--- src/rtl/sgx_pkg.sv ---
package sgx_pkg;
  typedef enum logic [2:0] {ST_IDLE, ST_DECIDE, ST_MREQ, ST_MWAIT, ST_RESP} sgx_state_e;
  localparam int PTE_BYTES = 8;
  localparam int TBI_SHIFT = 12;
  localparam int TBI_LSB   = 16;
endpackage

--- src/rtl/sgx_win_decode.sv ---
module sgx_win_decode #(
  parameter int NW   = 4,
  parameter int AW   = 32,
  parameter int MLSB = 20
) (
  input  logic [AW-1:0]                addr,
  input  logic [NW-1:0]                win_en,
  input  logic [NW-1:0]                win_sg,
  input  logic [NW-1:0][AW-MLSB-1:0]   base_hi,
  input  logic [NW-1:0][AW-MLSB-1:0]   mask_hi,
  input  logic [NW-1:0][AW-1:0]        tbase,
  output logic                         hit,
  output logic                         sg,
  output logic [AW-1:0]                offset,
  output logic [AW-1:0]                tsel
);
  logic [NW-1:0]         match;
  logic [NW-1:0]         sg_w;
  logic [NW-1:0][AW-1:0] span;

  for (genvar w = 0; w < NW; w++) begin : g_win
    assign span[w]  = {mask_hi[w], {MLSB{1'b1}}};
    assign match[w] = win_en[w] &&
                      (((addr[AW-1:MLSB] ^ base_hi[w]) & ~mask_hi[w]) == '0);
    if (w == NW - 1) begin : g_last
      assign sg_w[w] = 1'b1;
    end else begin : g_other
      assign sg_w[w] = win_sg[w];
    end
  end

  always_comb begin
    hit    = 1'b0;
    sg     = 1'b0;
    offset = '0;
    tsel   = '0;
    for (int w = NW - 1; w >= 0; w--) begin
      if (match[w]) begin
        hit    = 1'b1;
        sg     = sg_w[w];
        offset = addr & span[w];
        tsel   = tbase[w];
      end
    end
  end
endmodule

--- src/rtl/sgx_pte_cache.sv ---
module sgx_pte_cache #(
  parameter int PTE_W = 32,
  parameter int LINES = 2,
  parameter int GRP   = 4,
  parameter int TAG_W = 17,
  parameter int INV_W = 16
) (
  input  logic                   clk,
  input  logic                   rst_n,
  input  logic [TAG_W-1:0]       lk_tag,
  input  logic [$clog2(GRP)-1:0] lk_idx,
  output logic                   lk_hit,
  output logic [PTE_W-1:0]       lk_pte,
  input  logic                   fill_start,
  input  logic                   fill_en,
  input  logic [GRP*PTE_W-1:0]   fill_data,
  input  logic                   inv_all,
  input  logic                   inv_one,
  input  logic [INV_W-1:0]       inv_tag
);
  localparam int LW = (LINES > 1) ? $clog2(LINES) : 1;

  logic [LINES-1:0]                v_q;
  logic [LINES-1:0][TAG_W-1:0]     tag_q;
  logic [LINES-1:0][GRP*PTE_W-1:0] data_q;
  logic [LW-1:0]                   rr_q;
  logic                            stale_q;
  logic [LINES-1:0]                kill;
  logic                            kill_pend;

  for (genvar l = 0; l < LINES; l++) begin : g_kill
    assign kill[l] = inv_all || (inv_one && tag_q[l][TAG_W-1 -: INV_W] == inv_tag);
  end
  assign kill_pend = inv_all || (inv_one && lk_tag[TAG_W-1 -: INV_W] == inv_tag);

  always_comb begin
    lk_hit = 1'b0;
    lk_pte = '0;
    for (int l = 0; l < LINES; l++) begin
      if (v_q[l] && tag_q[l] == lk_tag) begin
        lk_hit = 1'b1;
        lk_pte = data_q[l][lk_idx*PTE_W +: PTE_W];
      end
    end
  end

  always_ff @(posedge clk or negedge rst_n) begin
    if (!rst_n) begin
      v_q     <= '0;
      tag_q   <= '0;
      data_q  <= '0;
      rr_q    <= '0;
      stale_q <= 1'b0;
    end else begin
      v_q <= v_q & ~kill;
      if (fill_start)     stale_q <= kill_pend;
      else if (kill_pend) stale_q <= 1'b1;
      if (fill_en && !stale_q && !kill_pend) begin
        v_q[rr_q]    <= 1'b1;
        tag_q[rr_q]  <= lk_tag;
        data_q[rr_q] <= fill_data;
        rr_q         <= (rr_q == LW'(LINES - 1)) ? '0 : rr_q + 1'b1;
      end
    end
  end

  a_r8_flush_all: assert property (@(posedge clk) disable iff (!rst_n)
    inv_all |=> (v_q == '0));

  a_r10_no_stale_fill: assert property (@(posedge clk) disable iff (!rst_n)
    (fill_en && stale_q && !lk_hit) |=> !lk_hit);
endmodule

--- src/rtl/sg_dma_xlate.sv ---
module sg_dma_xlate
  import sgx_pkg::*;
#(
  parameter int NW      = 4,
  parameter int AW      = 32,
  parameter int MLSB    = 20,
  parameter int PAGE_SH = 13,
  parameter int PTE_W   = 32,
  parameter int LINES   = 2,
  parameter int GRP     = 4,
  localparam int RA_W   = $clog2(3*NW + 2)
) (
  input  logic                 clk,
  input  logic                 rst_n,
  input  logic                 reg_we,
  input  logic [RA_W-1:0]      reg_addr,
  input  logic [AW-1:0]        reg_wdata,
  output logic [AW-1:0]        reg_rdata,
  input  logic                 req_valid,
  output logic                 req_ready,
  input  logic [AW-1:0]        req_addr,
  output logic                 rsp_valid,
  input  logic                 rsp_ready,
  output logic [AW-1:0]        rsp_paddr,
  output logic                 rsp_nohit,
  output logic                 rsp_fault,
  output logic                 mem_req_valid,
  input  logic                 mem_req_ready,
  output logic [AW-1:0]        mem_req_addr,
  input  logic                 mem_rsp_valid,
  input  logic [GRP*PTE_W-1:0] mem_rsp_data
);
  localparam int HW        = AW - MLSB;
  localparam int GIW       = $clog2(GRP);
  localparam int TAG_W     = AW - PAGE_SH - GIW;
  localparam int INV_W     = AW - TBI_LSB;
  localparam int PTE_SH    = $clog2(PTE_BYTES);
  localparam int GRP_BYTES = GRP * PTE_BYTES;
  localparam int IDX_ALL   = 3 * NW;
  localparam int IDX_ONE   = 3 * NW + 1;

  logic [NW-1:0]         win_en_q, win_sg_q;
  logic [NW-1:0][HW-1:0] base_hi_q, mask_hi_q;
  logic [NW-1:0][AW-1:0] tbase_q;

  sgx_state_e     state_q;
  logic [AW-1:0]  addr_q, mreq_addr_q, paddr_q;
  logic           nohit_q, fault_q;

  logic           d_hit, d_sg;
  logic [AW-1:0]  d_off, d_tsel, pte_addr, grp_addr;
  logic           c_hit;
  logic [PTE_W-1:0] c_pte, m_pte;
  logic           fill_start, fill_en, inv_all, inv_one;
  logic [INV_W-1:0] inv_tag;

  // register file
  always_ff @(posedge clk or negedge rst_n) begin
    if (!rst_n) begin
      win_en_q  <= '0;
      win_sg_q  <= '0;
      base_hi_q <= '0;
      mask_hi_q <= '0;
      tbase_q   <= '0;
    end else if (reg_we) begin
      for (int w = 0; w < NW; w++) begin
        if (reg_addr == RA_W'(w)) begin
          base_hi_q[w] <= reg_wdata[AW-1:MLSB];
          win_en_q[w]  <= reg_wdata[0];
          win_sg_q[w]  <= reg_wdata[1];
        end
        if (reg_addr == RA_W'(NW + w))   mask_hi_q[w] <= reg_wdata[AW-1:MLSB];
        if (reg_addr == RA_W'(2*NW + w)) tbase_q[w]   <= reg_wdata;
      end
    end
  end

  always_comb begin
    reg_rdata = '0;
    for (int w = 0; w < NW; w++) begin
      if (reg_addr == RA_W'(w))
        reg_rdata = {base_hi_q[w], {(MLSB-2){1'b0}}, win_sg_q[w], win_en_q[w]};
      if (reg_addr == RA_W'(NW + w))   reg_rdata = {mask_hi_q[w], {MLSB{1'b0}}};
      if (reg_addr == RA_W'(2*NW + w)) reg_rdata = tbase_q[w];
    end
  end

  assign inv_all = reg_we && reg_addr == RA_W'(IDX_ALL);
  assign inv_one = reg_we && reg_addr == RA_W'(IDX_ONE);
  assign inv_tag = reg_wdata[TBI_LSB-TBI_SHIFT +: INV_W];

  sgx_win_decode #(.NW(NW), .AW(AW), .MLSB(MLSB)) u_dec (
    .addr(addr_q), .win_en(win_en_q), .win_sg(win_sg_q),
    .base_hi(base_hi_q), .mask_hi(mask_hi_q), .tbase(tbase_q),
    .hit(d_hit), .sg(d_sg), .offset(d_off), .tsel(d_tsel)
  );

  assign pte_addr = d_tsel + (AW'(d_off >> PAGE_SH) << PTE_SH);
  assign grp_addr = pte_addr & ~AW'(GRP_BYTES - 1);
  assign m_pte    = mem_rsp_data[addr_q[PAGE_SH +: GIW]*PTE_W +: PTE_W];

  assign fill_start = (state_q == ST_DECIDE) && d_hit && d_sg && !c_hit;
  assign fill_en    = (state_q == ST_MWAIT) && mem_rsp_valid;

  sgx_pte_cache #(.PTE_W(PTE_W), .LINES(LINES), .GRP(GRP), .TAG_W(TAG_W),
                  .INV_W(INV_W)) u_cache (
    .clk(clk), .rst_n(rst_n),
    .lk_tag(addr_q[AW-1 -: TAG_W]), .lk_idx(addr_q[PAGE_SH +: GIW]),
    .lk_hit(c_hit), .lk_pte(c_pte),
    .fill_start(fill_start), .fill_en(fill_en), .fill_data(mem_rsp_data),
    .inv_all(inv_all), .inv_one(inv_one), .inv_tag(inv_tag)
  );

  // translation sequencer
  always_ff @(posedge clk or negedge rst_n) begin
    if (!rst_n) begin
      state_q     <= ST_IDLE;
      addr_q      <= '0;
      mreq_addr_q <= '0;
      paddr_q     <= '0;
      nohit_q     <= 1'b0;
      fault_q     <= 1'b0;
    end else begin
      case (state_q)
        ST_IDLE: if (req_valid) begin
          addr_q  <= req_addr;
          state_q <= ST_DECIDE;
        end
        ST_DECIDE: begin
          nohit_q <= 1'b0;
          fault_q <= 1'b0;
          paddr_q <= '0;
          if (!d_hit) begin
            nohit_q <= 1'b1;
            state_q <= ST_RESP;
          end else if (!d_sg) begin
            paddr_q <= d_tsel + d_off;
            state_q <= ST_RESP;
          end else if (c_hit) begin
            fault_q <= !c_pte[0];
            if (c_pte[0]) paddr_q <= AW'({c_pte >> 1, addr_q[PAGE_SH-1:0]});
            state_q <= ST_RESP;
          end else begin
            mreq_addr_q <= grp_addr;
            state_q     <= ST_MREQ;
          end
        end
        ST_MREQ: if (mem_req_ready) state_q <= ST_MWAIT;
        ST_MWAIT: if (mem_rsp_valid) begin
          fault_q <= !m_pte[0];
          if (m_pte[0]) paddr_q <= AW'({m_pte >> 1, addr_q[PAGE_SH-1:0]});
          state_q <= ST_RESP;
        end
        ST_RESP: if (rsp_ready) state_q <= ST_IDLE;
        default: state_q <= ST_IDLE;
      endcase
    end
  end

  assign req_ready     = (state_q == ST_IDLE);
  assign rsp_valid     = (state_q == ST_RESP);
  assign rsp_paddr     = paddr_q;
  assign rsp_nohit     = nohit_q;
  assign rsp_fault     = fault_q;
  assign mem_req_valid = (state_q == ST_MREQ);
  assign mem_req_addr  = mreq_addr_q;

  a_r11_rsp_hold: assert property (@(posedge clk) disable iff (!rst_n)
    (rsp_valid && !rsp_ready) |=> (rsp_valid && $stable(rsp_paddr) &&
                                   $stable(rsp_nohit) && $stable(rsp_fault)));

  a_r11_mreq_hold: assert property (@(posedge clk) disable iff (!rst_n)
    (mem_req_valid && !mem_req_ready) |=> (mem_req_valid && $stable(mem_req_addr)));

  a_r5_flag_excl: assert property (@(posedge clk) disable iff (!rst_n)
    rsp_valid |-> (!(rsp_nohit && rsp_fault) &&
                   (!(rsp_nohit || rsp_fault) || rsp_paddr == '0)));

  a_r6_fetch_on_miss: assert property (@(posedge clk) disable iff (!rst_n)
    mem_req_valid |-> !c_hit);
endmodule

--- config.mk ---
export PLATFORM = sky130hd
export DESIGN_NAME = sg_dma_xlate
export DESIGN_NICKNAME = d
export VERILOG_FILES = /design/src/rtl/sgx_pkg.sv /design/src/rtl/sgx_win_decode.sv /design/src/rtl/sgx_pte_cache.sv /design/src/rtl/sg_dma_xlate.sv
export SDC_FILE = /design/constraint.sdc
export NUM_CORES = 1
export LEC_CHECK = 0
export BUFFER_PORTS_ARGS = -buffer_cell sky130_fd_sc_hd__buf_2
export CORE_MARGIN = 4
export CORE_UTILIZATION = 65
export DETAILED_ROUTE_END_ITERATION = 16
export HOLD_SLACK_MARGIN = 0.05
export PLACE_DENSITY = 0.83
export SLEW_MARGIN = 20
export SYNTH_ARGS = -nofsm -noshare
export SYNTH_HDL_FRONTEND = slang
export SYNTH_SLANG_ARGS = --single-unit
--- constraint.sdc ---
create_clock -name clk -period 16.15 [get_ports clk]
set_input_delay 3.23 -clock clk [delete_from_list [all_inputs] [get_ports clk]]
set_output_delay 3.23 -clock clk [all_outputs]
set_load 0.005 [all_outputs]
==> run_summary.xml <==
<?xml version="1.0" encoding="UTF-8"?>
<metrics>
  <group name="logic_synthesis">
    <metric name="ys.warnings.count" unit="">0</metric>
    <metric name="synth_simple_gate_area_share" unit="">0.105</metric>
    <metric name="synthFlopType" unit="">dfrtp_1</metric>
    <metric name="synthArstFlopShare" unit="">1.00</metric>
    <metric name="synth.avg_cell_area" unit="µm²">11.2</metric>
    <metric name="synth.yosys.seq_area_share" unit="">0.446</metric>
    <metric name="post_synthesis_instance_area" unit="µm²">29500</metric>
    <metric name="synth.area.top_cells" unit="">dfrtp_1 45%, mux2_2 18%, mux4_2 6.0%</metric>
    <metric name="yosysMostFrequentCell" unit="">dfrtp_1</metric>
    <metric name="synth.top_cells.by_count" unit="">526 x dfrtp_1, 465 x mux2_2, 284 x nand2_1, 153 x nor2_1, 132 x xnor2_1</metric>
    <metric name="yosys.area.top_type" unit="">dfrtp_1</metric>
    <metric name="netlist_instances" unit="">2631</metric>
    <metric name="synthesized_area_fraction_occupied_by_ao_oa_aoi_and_oai_cells" unit="">0.0918</metric>
    <metric name="synth_top_area_share" unit="">0.446</metric>
    <metric name="yosys.cell_types.count" unit="">83</metric>
    <metric name="dominant_combinational_cell_family_by_area_after_synthesis" unit="">multiplexers</metric>
    <metric name="synth_fa_ha_area_frac" unit="">0.0215</metric>
    <metric name="synth.mux.area_fraction" unit="">0.252</metric>
    <metric name="synth_seq_cells" unit="">526</metric>
    <metric name="synth_enable_flop_cells" unit="">0</metric>
    <metric name="xor_xnor_share_of_the_synthesized_area" unit="">0.0528</metric>
  </group>
  <group name="job">
    <metric name="cap_violations" unit="">0</metric>
  </group>
  <group name="timing">
    <metric name="rsz0062_at_grt" unit="">false</metric>
    <metric name="max_freq" unit="MHz">105</metric>
    <metric name="clock_skew" unit="ps">26.3</metric>
    <metric name="tightestPinTransition" unit="ps">1150</metric>
    <metric name="timing.final.crit_period" unit="ps">9520</metric>
    <metric name="fin_setup_tns" unit="ps">0</metric>
    <metric name="maxSlewHeadroom" unit="">0.223</metric>
    <metric name="timing_max_transition_violations_final" unit="">0</metric>
    <metric name="timing.final.hold_violations" unit="">0</metric>
    <metric name="fin_crit_sh" unit="">0.589</metric>
    <metric name="setup_viol_count_final" unit="">0</metric>
  </group>
  <group name="die">
    <metric name="std_cell_rows" unit="">77</metric>
    <metric name="die-width" unit="µm">221</metric>
    <metric name="start_util" unit="">0.663</metric>
    <metric name="core_area" unit="µm²">44500</metric>
    <metric name="vertical_extent_of_the_die" unit="µm">221</metric>
    <metric name="die_area" unit="µm²">48900</metric>
    <metric name="pin_count" unit="">304</metric>
  </group>
  <group name="clock_network">
    <metric name="clock_sinks" unit="">526</metric>
    <metric name="clock_insertion_delay_worst_skew" unit="ps">630</metric>
    <metric name="clockRootBuffer" unit="">clkbuf_16</metric>
    <metric name="tritoncts" unit="">yes</metric>
    <metric name="clkTransAtPathRegs" unit="ps">60</metric>
    <metric name="ctsLongestPathBuffers" unit="">3</metric>
    <metric name="cts_resized" unit="">0</metric>
    <metric name="cts_h_tree_depth" unit="">2</metric>
    <metric name="number_of_buffers_added_by_the_clock_tree_synthesis_step" unit="">55</metric>
    <metric name="ctsHoldBuffers" unit="">0</metric>
    <metric name="number_of_buffers_inserted_to_repair_setup_after_cts" unit="">0</metric>
  </group>
  <group name="setup_path">
    <metric name="critPathKind" unit="">in -&gt; out</metric>
    <metric name="timing.critical_path.arrival" unit="ps">6290</metric>
    <metric name="cp_slowest_cell" unit="">a2111oi_1</metric>
    <metric name="worst-path-buf-inv" unit="">3</metric>
    <metric name="crit_fanout" unit="">54</metric>
    <metric name="crit_path_start_kind" unit="">primary input</metric>
    <metric name="path_delay_family" unit="">compound AO/OA/AOI/OAI gates</metric>
    <metric name="critical_path_required" unit="ps">12920</metric>
    <metric name="worst_path_largest_cell_delay" unit="ps">810</metric>
    <metric name="setup.worst_path.end_class" unit="">output pin</metric>
    <metric name="cp_cell_sequence" unit="">buf_2, buf_4, nand2b_1, nor3_1, nand2_1, o21ai_0, a2111oi_1, o21ai_0, buf_2</metric>
  </group>
  <group name="layout">
    <metric name="drive_above_1_share" unit="">0.336</metric>
    <metric name="finalNonFillerCells" unit="">3420</metric>
    <metric name="syn_to_final_growth" unit="%">11.2</metric>
    <metric name="finish.net_count" unit="">3034</metric>
    <metric name="fillerInstances" unit="">3005</metric>
    <metric name="final_util" unit="">0.737</metric>
  </group>
  <group name="placement">
    <metric name="port_buffers" unit="">250</metric>
    <metric name="gpl.final_weighted_congestion" unit="">0.999</metric>
    <metric name="place_inst" unit="">3316</metric>
    <metric name="place.detailed.hpwl" unit="µm">63700</metric>
  </group>
  <group name="drt">
    <metric name="drcViolationCount" unit="">0</metric>
    <metric name="dr.first_iter.drc_count" unit="">2772</metric>
    <metric name="route.vias.total" unit="">23100</metric>
    <metric name="wirelength" unit="µm">91400</metric>
    <metric name="drtPass1Iterations" unit="">6</metric>
    <metric name="antenna_left" unit="">0</metric>
    <metric name="average_routed_wire_per_standard_cell" unit="µm">26.7</metric>
    <metric name="vias_per_cell" unit="">6.75</metric>
  </group>
  <group name="power">
    <metric name="power_density" unit="nW/µm²">127</metric>
    <metric name="vdd.ir_drop.worst" unit="mV">0.114</metric>
    <metric name="p_leak" unit="nW">15.2</metric>
    <metric name="total_power_consumption_of_the_routed_design" unit="W">0.00418</metric>
  </group>
  <group name="global_route">
    <metric name="grt_antenna_before_repair" unit="">14</metric>
    <metric name="groute.usage.overall" unit="">0.365</metric>
    <metric name="grt_pass1_vias" unit="">23200</metric>
    <metric name="grt_pass1_wl" unit="µm">140000</metric>
    <metric name="grt_max_degree" unit="">178</metric>
    <metric name="leftover_overflow_at_the_end_of_global_routing" unit="">0</metric>
  </group>
  <group name="hold_path">
    <metric name="path_category_of_the_worst_min_delay_check" unit="">reg -&gt; reg</metric>
  </group>
  <group name="status">
    <metric name="outcome" unit="">finished, final reports clean</metric>
  </group>
</metrics>
## tightest hold or removal path: cells and delay by family (launching register included)
family | cells | cell delay (ps)
AOI/OAI and AO/OA | 1 | 60
and+or+nand+nor | 1 | 40
DFF | 1 | 340
## where the power goes
part           internal (W)  switching [W]  total (W)
clock network      0.000695       0.000536    0.00123
logic              0.000543       0.000562    0.00110
registers           0.00154       0.000301    0.00185
total               0.00278        0.00140    0.00418
## registers in the layout, indices dropped and copies added, names as in the netlist
register,count
addr_q,32
tbase_q,128
base_hi_q,48
u_cache.rr_q,1
state_q,3
rsp_fault,1
u_cache.v_q,2
win_en_q,4
mask_hi_q,48
rsp_nohit,1
win_sg_q,4
u_cache.stale_q,1
mem_req_addr,27
rsp_paddr,32
u_cache.data_q,160
u_cache.tag_q,34
## routing by layer
layer	GRT usage	vias to the layer above	wire length, µm
met4	0.165	8	4740
met5	0	-	51
met2	0.558	1338	41400
li1	-	9799	-
met3	0.0958	290	9600
met1	0.496	11700	35600
## cells in the final DEF (no fill, tap or decap), drive strengths merged, types with 15 or more instances in the layout
cell,netlist,layout
nor2,153,153
inv,30,31
nand3,38,38
o21ai,122,122
mux2i,39,39
buf,63,283
ha,49,49
nand4,22,22
dfrtp,526,526
nor4,17,17
clkbuf,131,79
a31oi,15,15
xnor2,132,132
mux2,470,470
xor2,46,46
nand2b,17,17
and2,58,58
nand2,284,284
a211oi,15,15
o22ai,23,23
nor2b,17,17
mux4,78,78
a21o,18,18
nor3,22,22
a21oi,52,52
a221oi,49,49
## final timing paths
check                                 startpoint                to  slack [ps]  cells after the start
worst max-delay path                 reg_addr[2]     reg_rdata[24]        6630                      9
worst min-delay path            mem_req_addr[12]  mem_req_addr[12]         480                      2
worst max register to register        addr_q[27]     rsp_paddr[31]        8350                     21
worst min register to register  mem_req_addr[12]  mem_req_addr[12]         480                      2
max in group asynchronous                  rst_n     mask_hi_q[19]       11150                      3
min in group asynchronous                  rst_n         addr_q[6]        2620                      1
## stage by stage
stage | area, µm² | worst slack [ps] | hold WS, ps
after global placement | 31100 | 6650 | 456
after CTS | 32800 | 6620 | 475
final | 32800 | 6630 | 479
after detailed placement | 31100 | 6630 | 463
after floorplan | 29500 | 7770 | 450
after global routing | 32800 | 6450 | 503
## cell families (layout without fill, tap and decap cells)
kind of cell / after synthesis / in the layout
buf+inv: 224 / 407
compound gates: 394 / 394
xor+xnor: 178 / 178
mux: 587 / 587
fa+ha+maj: 50 / 50
flops: 526 / 526
other cells: 1 / 15
simple gates: 671 / 671
## area by class of cell
| type | count | area, µm² | area share |
|---|---|---|---|
| antenna | 10 | 25.0 | 0.000762 |
| clock buffer | 79 | 1590 | 0.0483 |
| clock inverter | 15 | 140 | 0.00427 |
| inverter | 30 | 113 | 0.00343 |
| multi-input combinational | 1885 | 15500 | 0.473 |
| sequential | 526 | 13200 | 0.401 |
| tap | 592 | 741 | 0.0226 |
| timing repair buffer | 283 | 1540 | 0.0469 |
Power figures use the tool's default switching activity.
